==> src/rtl/jce_pkg.sv <==
`timescale 1ns/1ps
package jce_pkg;

   typedef enum logic [2:0] {
      ST_IDLE,
      ST_TMS,
      ST_LEN,
      ST_LOAD,
      ST_SHIFT
   } seq_state_t;

   localparam logic [1:0] SZ_ONE  = 2'd0;
   localparam logic [1:0] SZ_TWO  = 2'd1;
   localparam logic [1:0] SZ_FOUR = 2'd2;

   function automatic logic [2:0] size_bytes(input logic [1:0] code);
      case (code)
         SZ_ONE:  return 3'd1;
         SZ_TWO:  return 3'd2;
         SZ_FOUR: return 3'd4;
         default: return 3'd0;
      endcase
   endfunction

endpackage

==> src/rtl/jce_byte_fifo.sv <==
`timescale 1ns/1ps
module jce_byte_fifo #(
   parameter int DEPTH = 8,
   parameter int CNT_W = $clog2(DEPTH + 1)
) (
   input  logic             clk,
   input  logic             rst_n,
   input  logic             wr_req,
   input  logic [1:0]       wr_size,
   input  logic [31:0]      wr_data,
   input  logic             pop,
   output logic [7:0]       head,
   output logic             empty,
   output logic [CNT_W-1:0] count,
   output logic             drop
);
   import jce_pkg::*;

   localparam int PTR_W = $clog2(DEPTH);
   localparam logic [CNT_W-1:0] DEPTH_C = CNT_W'(DEPTH);

   if ((DEPTH & (DEPTH - 1)) != 0 || DEPTH < 4) begin : g_bad_depth
      $error("jce_byte_fifo: DEPTH must be a power of two and at least 4");
   end

   logic [7:0]       mem [DEPTH];
   logic [PTR_W-1:0] rp, wp;
   logic [CNT_W-1:0] cnt;
   logic [2:0]       n_bytes;
   logic [CNT_W-1:0] free_slots;
   logic             accept, do_pop;

   always_comb begin
      n_bytes    = size_bytes(wr_size);
      free_slots = DEPTH_C - cnt;
      accept     = wr_req && (n_bytes != 3'd0) && (free_slots >= CNT_W'(n_bytes));
      drop       = wr_req && (n_bytes != 3'd0) && !accept;
      do_pop     = pop && (cnt != '0);
   end

   always_ff @(posedge clk) begin
      for (int i = 0; i < 4; i++) begin
         if (accept && (3'(i) < n_bytes)) begin
            mem[wp + PTR_W'(i)] <= wr_data[8*i +: 8];
         end
      end
   end

   always_ff @(posedge clk) begin
      if (!rst_n) begin
         rp  <= '0;
         wp  <= '0;
         cnt <= '0;
      end else begin
         if (accept) wp <= wp + PTR_W'(n_bytes);
         if (do_pop) rp <= rp + PTR_W'(1);
         cnt <= cnt + (accept ? CNT_W'(n_bytes) : '0) - CNT_W'(do_pop);
      end
   end

   assign head  = mem[rp];
   assign empty = (cnt == '0);
   assign count = cnt;

   assert_drop_keeps_count_R2: assert property (@(posedge clk) disable iff (!rst_n)
      drop |=> (cnt <= $past(cnt)))
      else $error("rejected write changed the queue count upward");

   assert_push_grows_count_R1: assert property (@(posedge clk) disable iff (!rst_n)
      (accept && !do_pop) |=> (cnt == $past(cnt) + CNT_W'($past(n_bytes))))
      else $error("accepted write did not add its byte count");

   assert_count_bounded_R2: assert property (@(posedge clk) disable iff (!rst_n)
      cnt <= DEPTH_C)
      else $error("byte queue count beyond depth");

endmodule

==> src/rtl/jce_word_fifo.sv <==
`timescale 1ns/1ps
module jce_word_fifo #(
   parameter int DEPTH = 4,
   parameter int W     = 32
) (
   input  logic         clk,
   input  logic         rst_n,
   input  logic         push,
   input  logic [W-1:0] wdata,
   input  logic         pop,
   output logic [W-1:0] rdata,
   output logic         valid,
   output logic         drop
);
   localparam int PTR_W = $clog2(DEPTH);
   localparam int CNT_W = $clog2(DEPTH + 1);
   localparam logic [CNT_W-1:0] DEPTH_C = CNT_W'(DEPTH);

   if ((DEPTH & (DEPTH - 1)) != 0 || DEPTH < 2) begin : g_bad_depth
      $error("jce_word_fifo: DEPTH must be a power of two and at least 2");
   end

   logic [W-1:0]     mem [DEPTH];
   logic [PTR_W-1:0] rp, wp;
   logic [CNT_W-1:0] cnt;
   logic             full, do_push, do_pop;

   always_comb begin
      full    = (cnt == DEPTH_C);
      do_push = push && !full;
      drop    = push && full;
      do_pop  = pop && (cnt != '0);
   end

   always_ff @(posedge clk) begin
      if (do_push) mem[wp] <= wdata;
   end

   always_ff @(posedge clk) begin
      if (!rst_n) begin
         rp  <= '0;
         wp  <= '0;
         cnt <= '0;
      end else begin
         if (do_push) wp <= wp + PTR_W'(1);
         if (do_pop)  rp <= rp + PTR_W'(1);
         cnt <= cnt + CNT_W'(do_push) - CNT_W'(do_pop);
      end
   end

   assign rdata = mem[rp];
   assign valid = (cnt != '0);

   assert_full_drop_holds_R8: assert property (@(posedge clk) disable iff (!rst_n)
      (drop && !do_pop) |=> (cnt == $past(cnt)))
      else $error("word accepted into a full read queue");

   assert_pop_shrinks_R8: assert property (@(posedge clk) disable iff (!rst_n)
      (do_pop && !do_push) |=> (cnt == $past(cnt) - CNT_W'(1)))
      else $error("read did not remove a word");

endmodule

==> src/rtl/jce_sequencer.sv <==
`timescale 1ns/1ps
module jce_sequencer #(
   parameter int LEN_FIELD_W = 7,
   parameter int WORD_W      = 32
) (
   input  logic              clk,
   input  logic              rst_n,
   input  logic              byte_avail,
   input  logic [7:0]        head,
   input  logic              tdo,
   output logic              pop,
   output logic              busy,
   output logic              tck,
   output logic              tms,
   output logic              tdi,
   output logic              cap_push,
   output logic [WORD_W-1:0] cap_word
);
   import jce_pkg::*;

   localparam int BL_W  = LEN_FIELD_W + 1;
   localparam int ACC_W = $clog2(WORD_W);

   if (LEN_FIELD_W < 1 || LEN_FIELD_W > 7) begin : g_bad_len
      $error("jce_sequencer: LEN_FIELD_W must be 1..7");
   end
   if (WORD_W < 8 || (WORD_W & (WORD_W - 1)) != 0) begin : g_bad_word
      $error("jce_sequencer: WORD_W must be a power of two, at least 8");
   end

   seq_state_t        state;
   logic              ph;
   logic              tck_q, tms_q, tdi_q;
   logic [5:0]        tms_pat;
   logic [2:0]        tcnt;
   logic [BL_W-1:0]   bits_left;
   logic [7:0]        sreg;
   logic [2:0]        bidx;
   logic              cap_q;
   logic [WORD_W-1:0] acc, acc_next;
   logic [ACC_W-1:0]  acc_n;
   logic              acc_full, last_bit;
   logic              push_q;
   logic [WORD_W-1:0] word_q;

   always_comb begin
      acc_next = acc | (WORD_W'(tdo) << acc_n);
      acc_full = (acc_n == ACC_W'(WORD_W - 1));
      last_bit = (bits_left == BL_W'(1));
      pop      = byte_avail &&
                 (state == ST_IDLE || state == ST_LEN || state == ST_LOAD);
   end

   always_ff @(posedge clk) begin
      if (!rst_n) begin
         state     <= ST_IDLE;
         ph        <= 1'b0;
         tck_q     <= 1'b0;
         tms_q     <= 1'b0;
         tdi_q     <= 1'b0;
         tms_pat   <= '0;
         tcnt      <= '0;
         bits_left <= '0;
         sreg      <= '0;
         bidx      <= '0;
         cap_q     <= 1'b0;
         acc       <= '0;
         acc_n     <= '0;
         push_q    <= 1'b0;
         word_q    <= '0;
      end else begin
         push_q <= 1'b0;
         case (state)
            ST_IDLE: begin
               tck_q <= 1'b0;
               if (byte_avail) begin
                  if (!head[7]) begin
                     tms_pat <= {1'b1, head[4:0]};
                     tcnt    <= head[5] ? 3'd6 : 3'd5;
                     ph      <= 1'b0;
                     state   <= ST_TMS;
                  end else if (head[4]) begin
                     cap_q <= head[2];
                     state <= ST_LEN;
                  end
               end
            end
            ST_TMS: begin
               if (!ph) begin
                  tck_q <= 1'b0;
                  tms_q <= tms_pat[0];
                  tdi_q <= 1'b0;
                  ph    <= 1'b1;
               end else begin
                  tck_q   <= 1'b1;
                  tms_pat <= tms_pat >> 1;
                  tcnt    <= tcnt - 3'd1;
                  ph      <= 1'b0;
                  if (tcnt == 3'd1) state <= ST_IDLE;
               end
            end
            ST_LEN: begin
               tck_q <= 1'b0;
               if (byte_avail) begin
                  bits_left <= {1'b0, head[LEN_FIELD_W-1:0]} + BL_W'(1);
                  state     <= ST_LOAD;
               end
            end
            ST_LOAD: begin
               tck_q <= 1'b0;
               if (byte_avail) begin
                  sreg  <= head;
                  bidx  <= '0;
                  ph    <= 1'b0;
                  state <= ST_SHIFT;
               end
            end
            ST_SHIFT: begin
               if (!ph) begin
                  tck_q <= 1'b0;
                  tdi_q <= sreg[0];
                  tms_q <= 1'b0;
                  ph    <= 1'b1;
               end else begin
                  tck_q     <= 1'b1;
                  ph        <= 1'b0;
                  sreg      <= sreg >> 1;
                  bidx      <= bidx + 3'd1;
                  bits_left <= bits_left - BL_W'(1);
                  if (cap_q) begin
                     if (acc_full || last_bit) begin
                        push_q <= 1'b1;
                        word_q <= acc_next;
                        acc    <= '0;
                        acc_n  <= '0;
                     end else begin
                        acc   <= acc_next;
                        acc_n <= acc_n + ACC_W'(1);
                     end
                  end
                  if (last_bit)            state <= ST_IDLE;
                  else if (bidx == 3'd7)   state <= ST_LOAD;
               end
            end
            default: state <= ST_IDLE;
         endcase
      end
   end

   assign busy     = (state != ST_IDLE);
   assign tck      = tck_q;
   assign tms      = tms_q;
   assign tdi      = tdi_q;
   assign cap_push = push_q;
   assign cap_word = word_q;

   assert_tck_one_cycle_high_R9: assert property (@(posedge clk) disable iff (!rst_n)
      tck_q |=> !tck_q)
      else $error("TCK held high for more than one clock");

   assert_pins_steady_at_rise_R9: assert property (@(posedge clk) disable iff (!rst_n)
      $rose(tck_q) |-> ($stable(tms_q) && $stable(tdi_q)))
      else $error("TMS or TDI moved together with the TCK rise");

   assert_tms_low_in_shift_R5: assert property (@(posedge clk) disable iff (!rst_n)
      (state == ST_SHIFT && tck_q) |-> !tms_q)
      else $error("TMS high during payload shift");

   assert_no_rise_outside_cmd_R6: assert property (@(posedge clk) disable iff (!rst_n)
      $rose(tck_q) |-> ($past(state) == ST_TMS || $past(state) == ST_SHIFT))
      else $error("TCK rose outside a clocking command");

endmodule

==> src/rtl/jtag_cmd_engine.sv <==
`timescale 1ns/1ps
module jtag_cmd_engine #(
   parameter int WFIFO_DEPTH = 8,
   parameter int RFIFO_DEPTH = 4,
   parameter int NUM_CHAINS  = 8,
   parameter int LEN_FIELD_W = 7
) (
   input  logic                  clk,
   input  logic                  rst_n,
   input  logic                  wr_en,
   input  logic [1:0]            wr_size,
   input  logic [31:0]           wr_data,
   input  logic                  rd_en,
   output logic [31:0]           rd_data,
   output logic                  rd_valid,
   input  logic                  chain_wr,
   input  logic [NUM_CHAINS-1:0] chain_wdata,
   output logic [NUM_CHAINS-1:0] chain_sel,
   output logic [31:0]           status,
   output logic                  tck,
   output logic                  tms,
   output logic                  tdi,
   input  logic                  tdo
);
   localparam int CNT_W  = $clog2(WFIFO_DEPTH + 1);
   localparam int WORD_W = 32;

   if (NUM_CHAINS < 1 || NUM_CHAINS > 32) begin : g_bad_chains
      $error("jtag_cmd_engine: NUM_CHAINS must be 1..32");
   end

   logic [7:0]        head;
   logic              empty, pop, wdrop, rdrop, busy;
   logic [CNT_W-1:0]  wcnt;
   logic [2:0]        cnt_field;
   logic              cap_push;
   logic [WORD_W-1:0] cap_word;
   logic              lost_q;
   logic [NUM_CHAINS-1:0] chain_q;
   logic              chain_ok;

   jce_byte_fifo #(.DEPTH(WFIFO_DEPTH), .CNT_W(CNT_W)) u_wq (
      .clk(clk), .rst_n(rst_n),
      .wr_req(wr_en), .wr_size(wr_size), .wr_data(wr_data),
      .pop(pop), .head(head), .empty(empty), .count(wcnt), .drop(wdrop)
   );

   jce_sequencer #(.LEN_FIELD_W(LEN_FIELD_W), .WORD_W(WORD_W)) u_seq (
      .clk(clk), .rst_n(rst_n),
      .byte_avail(!empty), .head(head), .tdo(tdo),
      .pop(pop), .busy(busy),
      .tck(tck), .tms(tms), .tdi(tdi),
      .cap_push(cap_push), .cap_word(cap_word)
   );

   jce_word_fifo #(.DEPTH(RFIFO_DEPTH), .W(WORD_W)) u_rq (
      .clk(clk), .rst_n(rst_n),
      .push(cap_push), .wdata(cap_word),
      .pop(rd_en), .rdata(rd_data), .valid(rd_valid), .drop(rdrop)
   );

   if (CNT_W > 3) begin : g_cnt_sat
      assign cnt_field = (wcnt > CNT_W'(7)) ? 3'd7 : wcnt[2:0];
   end else begin : g_cnt_pad
      assign cnt_field = 3'(wcnt);
   end

   always_ff @(posedge clk) begin
      if (!rst_n)             lost_q <= 1'b0;
      else if (wdrop || rdrop) lost_q <= 1'b1;
   end

   assign chain_ok = ((chain_wdata & (chain_wdata - NUM_CHAINS'(1))) == '0);

   always_ff @(posedge clk) begin
      if (!rst_n)                   chain_q <= '0;
      else if (chain_wr && chain_ok) chain_q <= chain_wdata;
   end

   assign chain_sel = chain_q;
   assign status    = {busy, cnt_field, 27'd0, lost_q};

   assert_chain_onehot_R10: assert property (@(posedge clk) disable iff (!rst_n)
      $onehot0(chain_sel))
      else $error("more than one chain selected");

   assert_lost_sticky_R2: assert property (@(posedge clk) disable iff (!rst_n)
      lost_q |=> lost_q)
      else $error("lost-data flag cleared without reset");

   assert_lost_on_drop_R8: assert property (@(posedge clk) disable iff (!rst_n)
      (wdrop || rdrop) |=> lost_q)
      else $error("dropped data did not raise the lost flag");

endmodule

==> config.mk <==
export PLATFORM = sky130hd
export DESIGN_NAME = jtag_cmd_engine
export DESIGN_NICKNAME = d
export VERILOG_FILES = /design/src/rtl/jce_pkg.sv /design/src/rtl/jce_byte_fifo.sv /design/src/rtl/jce_word_fifo.sv /design/src/rtl/jce_sequencer.sv /design/src/rtl/jtag_cmd_engine.sv
export SDC_FILE = /design/constraint.sdc
export NUM_CORES = 1
export LEC_CHECK = 0
export BUFFER_PORTS_ARGS = -buffer_cell sky130_fd_sc_hd__buf_2
export CORE_MARGIN = 5
export CORE_UTILIZATION = 45
export DETAILED_ROUTE_END_ITERATION = 7
export PLACE_DENSITY_LB_ADDON = 0.15
export RECOVER_POWER = 25
export SLEW_MARGIN = 20
export SYNTH_ARGS = -nofsm -noshare
export SYNTH_HDL_FRONTEND = slang
export SYNTH_SLANG_ARGS = --single-unit
==> constraint.sdc <==
create_clock -name clk -period 6.7 [get_ports clk]
set_clock_uncertainty 0.2 [all_clocks]
set_input_delay 2.01 -clock clk [delete_from_list [all_inputs] [get_ports clk]]
set_output_delay 2.01 -clock clk [all_outputs]
set_load 0.02 [all_outputs]
Word level (Yosys, flattened, before mapping)
Memory sizes are Yosys's and may differ from the RTL's. A register that Yosys moved wholly into a read port is not among the register bits.
Cells that the tools add are included.
{"block": "word_totals", "in_bits": 48, "out_inout_bits": 76, "ramBits": 192, "wordCells": 182, "mem_count": 2, "register_bits": 132}
{"name": "u_rq.mem", "words": 4, "word_bits": 32, "read_ports": 1, "rd_ports_with_merged_regs": 1, "wr": 1, "line_no": "jce_word_fifo.sv:23", "source": "logic [W-1:0] mem [DEPTH];"}
{"name": "u_wq.mem", "words": 8, "word_bits": 8, "read_ports": 1, "rd_ports_with_merged_regs": 1, "wr": 4, "line_no": "jce_byte_fifo.sv:26", "source": "logic [7:0] mem [DEPTH];"}
{"block": "classes", "mux": 61, "n_lt_le_gt_ge": 6, "reduce_logical": 46, "shifts": 1, "n_addsub": 18, "n_bitwise": 3, "n_eq_ne": 22}
{"operator": "3-bit two-way mux", "count": 19}
{"operator": "32-bit two-way mux", "count": 1}
{"operator": "8-bit two-way mux", "count": 4}
{"operator": "32-bit bitwise OR", "count": 1}
{"operator": "8-bit one-hot mux with 2 select lines", "count": 2}
{"operator": "1-bit by 5-bit << shifter with 32-bit output", "count": 1}
{"operator": "4-bit AND reduction", "count": 5}
{"operator": "1-bit two-way mux", "count": 19}
{"operator": "6-bit two-way mux", "count": 3}
{"operator": "8-bit by 1-bit subtractor with 8-bit output (second input constant)", "count": 2}
{"operator": "3-bit one-hot mux with 5 select lines", "count": 1}
{"operator": "1-bit logical AND", "count": 13}
{"operator": "2-bit != test (second input constant)", "count": 6}
{"operator": "3-bit one-hot mux with 2 select lines", "count": 2}
{"operator": "6-bit one-hot mux with 2 select lines", "count": 1}
{"operator": "3-bit AND reduction", "count": 4}
{"operator": "3-bit nonzero test", "count": 4}
{"operator": "2-bit nonzero test", "count": 5}
{"operator": "3-bit by 1-bit adder with 3-bit output (second input constant)", "count": 3}
{"operator": "3-bit equality test (second input constant)", "count": 3}
{"operator": "3-bit one-hot mux with 3 select lines", "count": 1}
{"operator": "7-bit by 1-bit adder with 8-bit output (second input constant)", "count": 1}
{"operator": "8-bit AND", "count": 1}
{"operator": "8-bit by 1-bit equality test with 1-bit output (second input constant)", "count": 1}
{"operator": "other kinds (37)", "count": 54}

Depth between registers and ports, before layout
{"block": "logic_depth", "ltp_word": 8, "depth_mapped": 16, "ltp_nobuf": 15}

Hierarchy
A second synthesis with hierarchy kept.
{"block": "unflattened", "hier_cells": 1495, "hier_area_um2": 16589.7}
{"mod": "jce_byte_fifo", "n_inst": 1, "area_per_inst_um2": 6067.1, "cells_per_inst": 665, "seq_area_each_um2": 2182.1}
{"mod": "jce_word_fifo", "n_inst": 1, "area_per_inst_um2": 5156.2, "cells_per_inst": 214, "seq_area_each_um2": 4023.9}
{"mod": "jce_sequencer", "n_inst": 1, "area_per_inst_um2": 4698.3, "cells_per_inst": 534, "seq_area_each_um2": 2122.0}
{"mod": "jtag_cmd_engine", "n_inst": 1, "area_per_inst_um2": 668.1, "cells_per_inst": 82, "seq_area_each_um2": 180.2}

Worst setup path after synthesis
OpenSTA, ideal clock, no wires.
{"block": "synth_path", "path_kind": "in2reg", "startpoint": "input port wr_size[0]", "endpoint": "memory u_wq.mem[4][0], in the netlist u_wq.mem[1][0], enable pin", "arrival_time_ps": 4546, "setup_ps": 404, "required_time_ps": 6096, "cell_stages": 10, "setup_slack_ps": 1550, "path_buffers": 1, "path_cell_list": "inv_1 ha_1 ha_1 nand2b_1 a21o_1 a211oi_2 buf_2 nor2_1 nand2_1 o311ai_0"}
{"item": "from (decl)", "line_no": "jtag_cmd_engine.sv:11", "source": "input logic [1:0] wr_size,"}
{"item": "to (decl)", "line_no": "jce_byte_fifo.sv:26"}

==> impl_metrics.ini <==
[status]
status = complete, but fails checks
violations = capacitance limit, slew limit

[synthesis]
ys.flop_type = edfxtp_1
synthesis.area_sq_mm = 0.0159
synth_top_area_cell = edfxtp_1
yosys_warnings = 0
avgSynthCellArea_sq_um = 11.6
yosys.area.top_type_share_pct = 36.4
synth_cell_types = 70
syn_inst = 1364
async_flop_share_pct = 0
synth_edf_count = 192
synthTopCellsByArea = edfxtp_1 (36%), dfxtp_1 (17%), mux4_2 (6.8%)
ys_seq_area_share_pct = 53.6
synth_seq_cells = 329

[layout]
fin_nets = 1492
syn2layout_area_growth_pct = 11.5
layout_commonest_cell = edfxtp_1
final_area_sq_mm = 0.0177
fin_cells = 1892
final_cell_mix = edfxtp_1 (192), dfxtp_1 (136), a21oi_1 (104), buf_2 (96), nand2_1 (93)
antenna_cells = 0
drive_above_1_share_pct = 17.0

[clock_tree]
clkTransAtPathRegs_ps = 50
holdBufCountCts = 0
cts-resized-gates = 0
insertion_delay_ps = 530
cts_tree = yes
cts_max_level = 2
cts_inserted_buffers = 37
clock-sinks = 329
cts_setup_buffers = 0
cts_max_path_buffers = 3
cts_root_buffer = clkbuf_16

[global_route]
grtUsageTotal_pct = 19.4
grt_pass1_vias = 10699
grt_pass1_wl_mm = 60.9
overflow = 0
grt_max_degree = 51
antenna_found_initial = 0

[floorplanning]
die_w_um = 198
num_io_pins = 124
row_count = 68
fp.dieArea_sq_mm = 0.0391
core_sq_mm = 0.0346
floorplan.die.height_um = 198
initial_core_util_pct = 45.8

[sta]
setup-violations-final = 0
holdWs_ps = 264
worstMarginPinSlew_ps = 2110
rsz0062_at_grt = false
hold_viol_final = 0
slew_viol_final = 99
fmaxAchievable_ghz = 0.203
fin_crit_sh_pct = 73.4
period_minus_slack_ps = 4920
finalSetupTns_ps = 0
relSlewSlack_pct = -40.4

[routing]
drtAntennaViolNets = 0
drc_errors = 0
viasPerCell = 5.71
wire_per_inst_um = 20.3
wl_mm = 38.5
drt_iter0_markers = 745
drt-pass1-iter-count = 5
via_count = 10802

[critical_path]
crit_fanout = 25
worst-path-buf-inv = 2
critPathSlowestCell = nand4_1
required_ps = 6660
arrival_ps = 4870
critPathCaptureType = register
crit_top_cell = ha_1
critPathMaxStageDelay_ps = 700
crit_family = compound AO/OA/AOI/OAI gates
cp-start-kind = input port
crit_chain = buf_2 -> inv_1 -> ha_1 -> ha_1 -> nand2b_1 -> a21o_1 -> a211o_1 -> nand4_1 -> o211ai_1
crit_type = in -> reg

[min_path]
hold_path_class = reg -> reg

[pwr]
power.switching_uw = 2140
powerDensity_mw_per_mm2 = 366
combPwrFrac_pct = 30.8
pwr-share-seq_pct = 38.4
leakage_uw = 0.00684
internal_power_uw = 4340
peakVddDrop_mv = 0.242
clock_power_share_pct = 30.8
switching_share_pct = 33.0

[place]
hpwl_mm = 26.8
placed_cells = 1824
gp_congestion = 0.901
numPortBuffers = 96
dpl_cell_area_sq_mm = 0.0165

[flow_run]
drv_cap = 3
stage by stage:
stage	total power [uW]	utilization, %	worst slack (ps)
CTS	6550	51.1	1820
global placement	4520	47.6	1350
floorplan	4020	-	1550
global route	6840	51.1	1600
finish	6470	51.1	1780
detailed placement	4540	47.6	1300
logic make-up (layout without fill, tap and decap cells):
group | count (synthesis) | count (layout) | share of synthesized area (%)
fa+ha+maj | 37 | 37 | 3.05
mux | 131 | 131 | 12.1
compound gates | 326 | 326 | 13.8
other cells | 1 | 27 | 0.0236
buf+inv | 177 | 224 | 5.32
flops | 329 | 329 | 53.6
xor+xnor | 27 | 27 | 1.49
simple gates | 336 | 336 | 10.5
worst paths after layout:
kind / slack, ps / startpoint / cells after the start / endpoint
worst min-delay path: 260 / u_seq.bidx[2]$_SDFFE_PN0P_ / 2 / u_seq.bidx[2]$_SDFFE_PN0P_
worst min register to register: 260 / u_seq.bidx[2]$_SDFFE_PN0P_ / 2 / u_seq.bidx[2]$_SDFFE_PN0P_
worst max register to register: 2980 / u_wq.wp[0]$_SDFFE_PN0N_ / 6 / u_wq.mem[0][2]$_DFFE_PP_
worst max-delay path: 1780 / wr_size[0] / 9 / u_wq.mem[3][6]$_DFFE_PP_
sequential cells by signal (all words and copies together) (netlist names), 4 cells and up, named ones only:
register,cells
u_seq.acc_n,5
u_seq.cap_word,32
u_seq.tms_pat,6
u_wq.count,4
chain_sel,8
u_seq.acc,32
u_seq.bits_left,8
u_rq.mem,128
u_seq.sreg,8
u_wq.mem,64
final cells by class:
class                   count  area (sq um)
inverters                  43           161
fillers                  3093         16900
repair buffers            113           597
clock inverters            20           206
flip-flops and latches    329          8510
clock buffers              48          1010
well taps                 455           569
multi-input cells         884          6630
worst reg2reg max path, stage by stage (launching register included):
cell	delay (ps)
dfxtp_1	670
inv_2	190
ha_1	570
inv_1	240
or3_1	590
and2_0	440
nand2_1	450
power by group through the flow:
| stage | Sequential [uW] | Combinational [uW] | Clock [uW] |
|---|---|---|---|
| after floorplan | 2410 | 1610 | 0 |
| after global placement | 2530 | 1990 | 0 |
| after detailed placement | 2530 | 2010 | 0 |
| after CTS | 2490 | 2020 | 2040 |
| after global routing | 2510 | 2200 | 2130 |
| final | 2480 | 1990 | 2000 |
cell usage after synthesis, types with 4 or more instances:
master and number:
nand2b_1 8, nand3_1 24, nor4_1 5, buf_2 29, nor3_2 5, a31oi_1 23, nor2b_1 19, a22oi_1 17
mux4_2 48, nor3b_1 4, o21ai_0 32, or2_2 4, buf_4 32, nand4_1 8, nor3_1 17, dfxtp_1 137
clkbuf_1 46, buf_1 24, o22ai_1 37, and4_1 6, a21o_1 4, and3_1 8, a21oi_1 104, xor2_1 13
o211a_1 44, inv_1 42, mux2i_1 80, edfxtp_1 192, nand2_1 93, xnor2_1 14, a21boi_0 10, or3_1 10
nor2_1 88, a221oi_1 8, and2_1 25, o211ai_1 15, ha_1 33
per-layer routing:
layer / share of wire [%] / global-route usage (%) / routed length (um)
met1: 42 / 26.0 / 16300
met3: 5.1 / 2.74 / 1960
met5: 0 / 0 / 0
met4: 2.8 / 6.20 / 1060
met2: 50 / 32.9 / 19200
No activity file was read; power rests on OpenSTA's default activity.
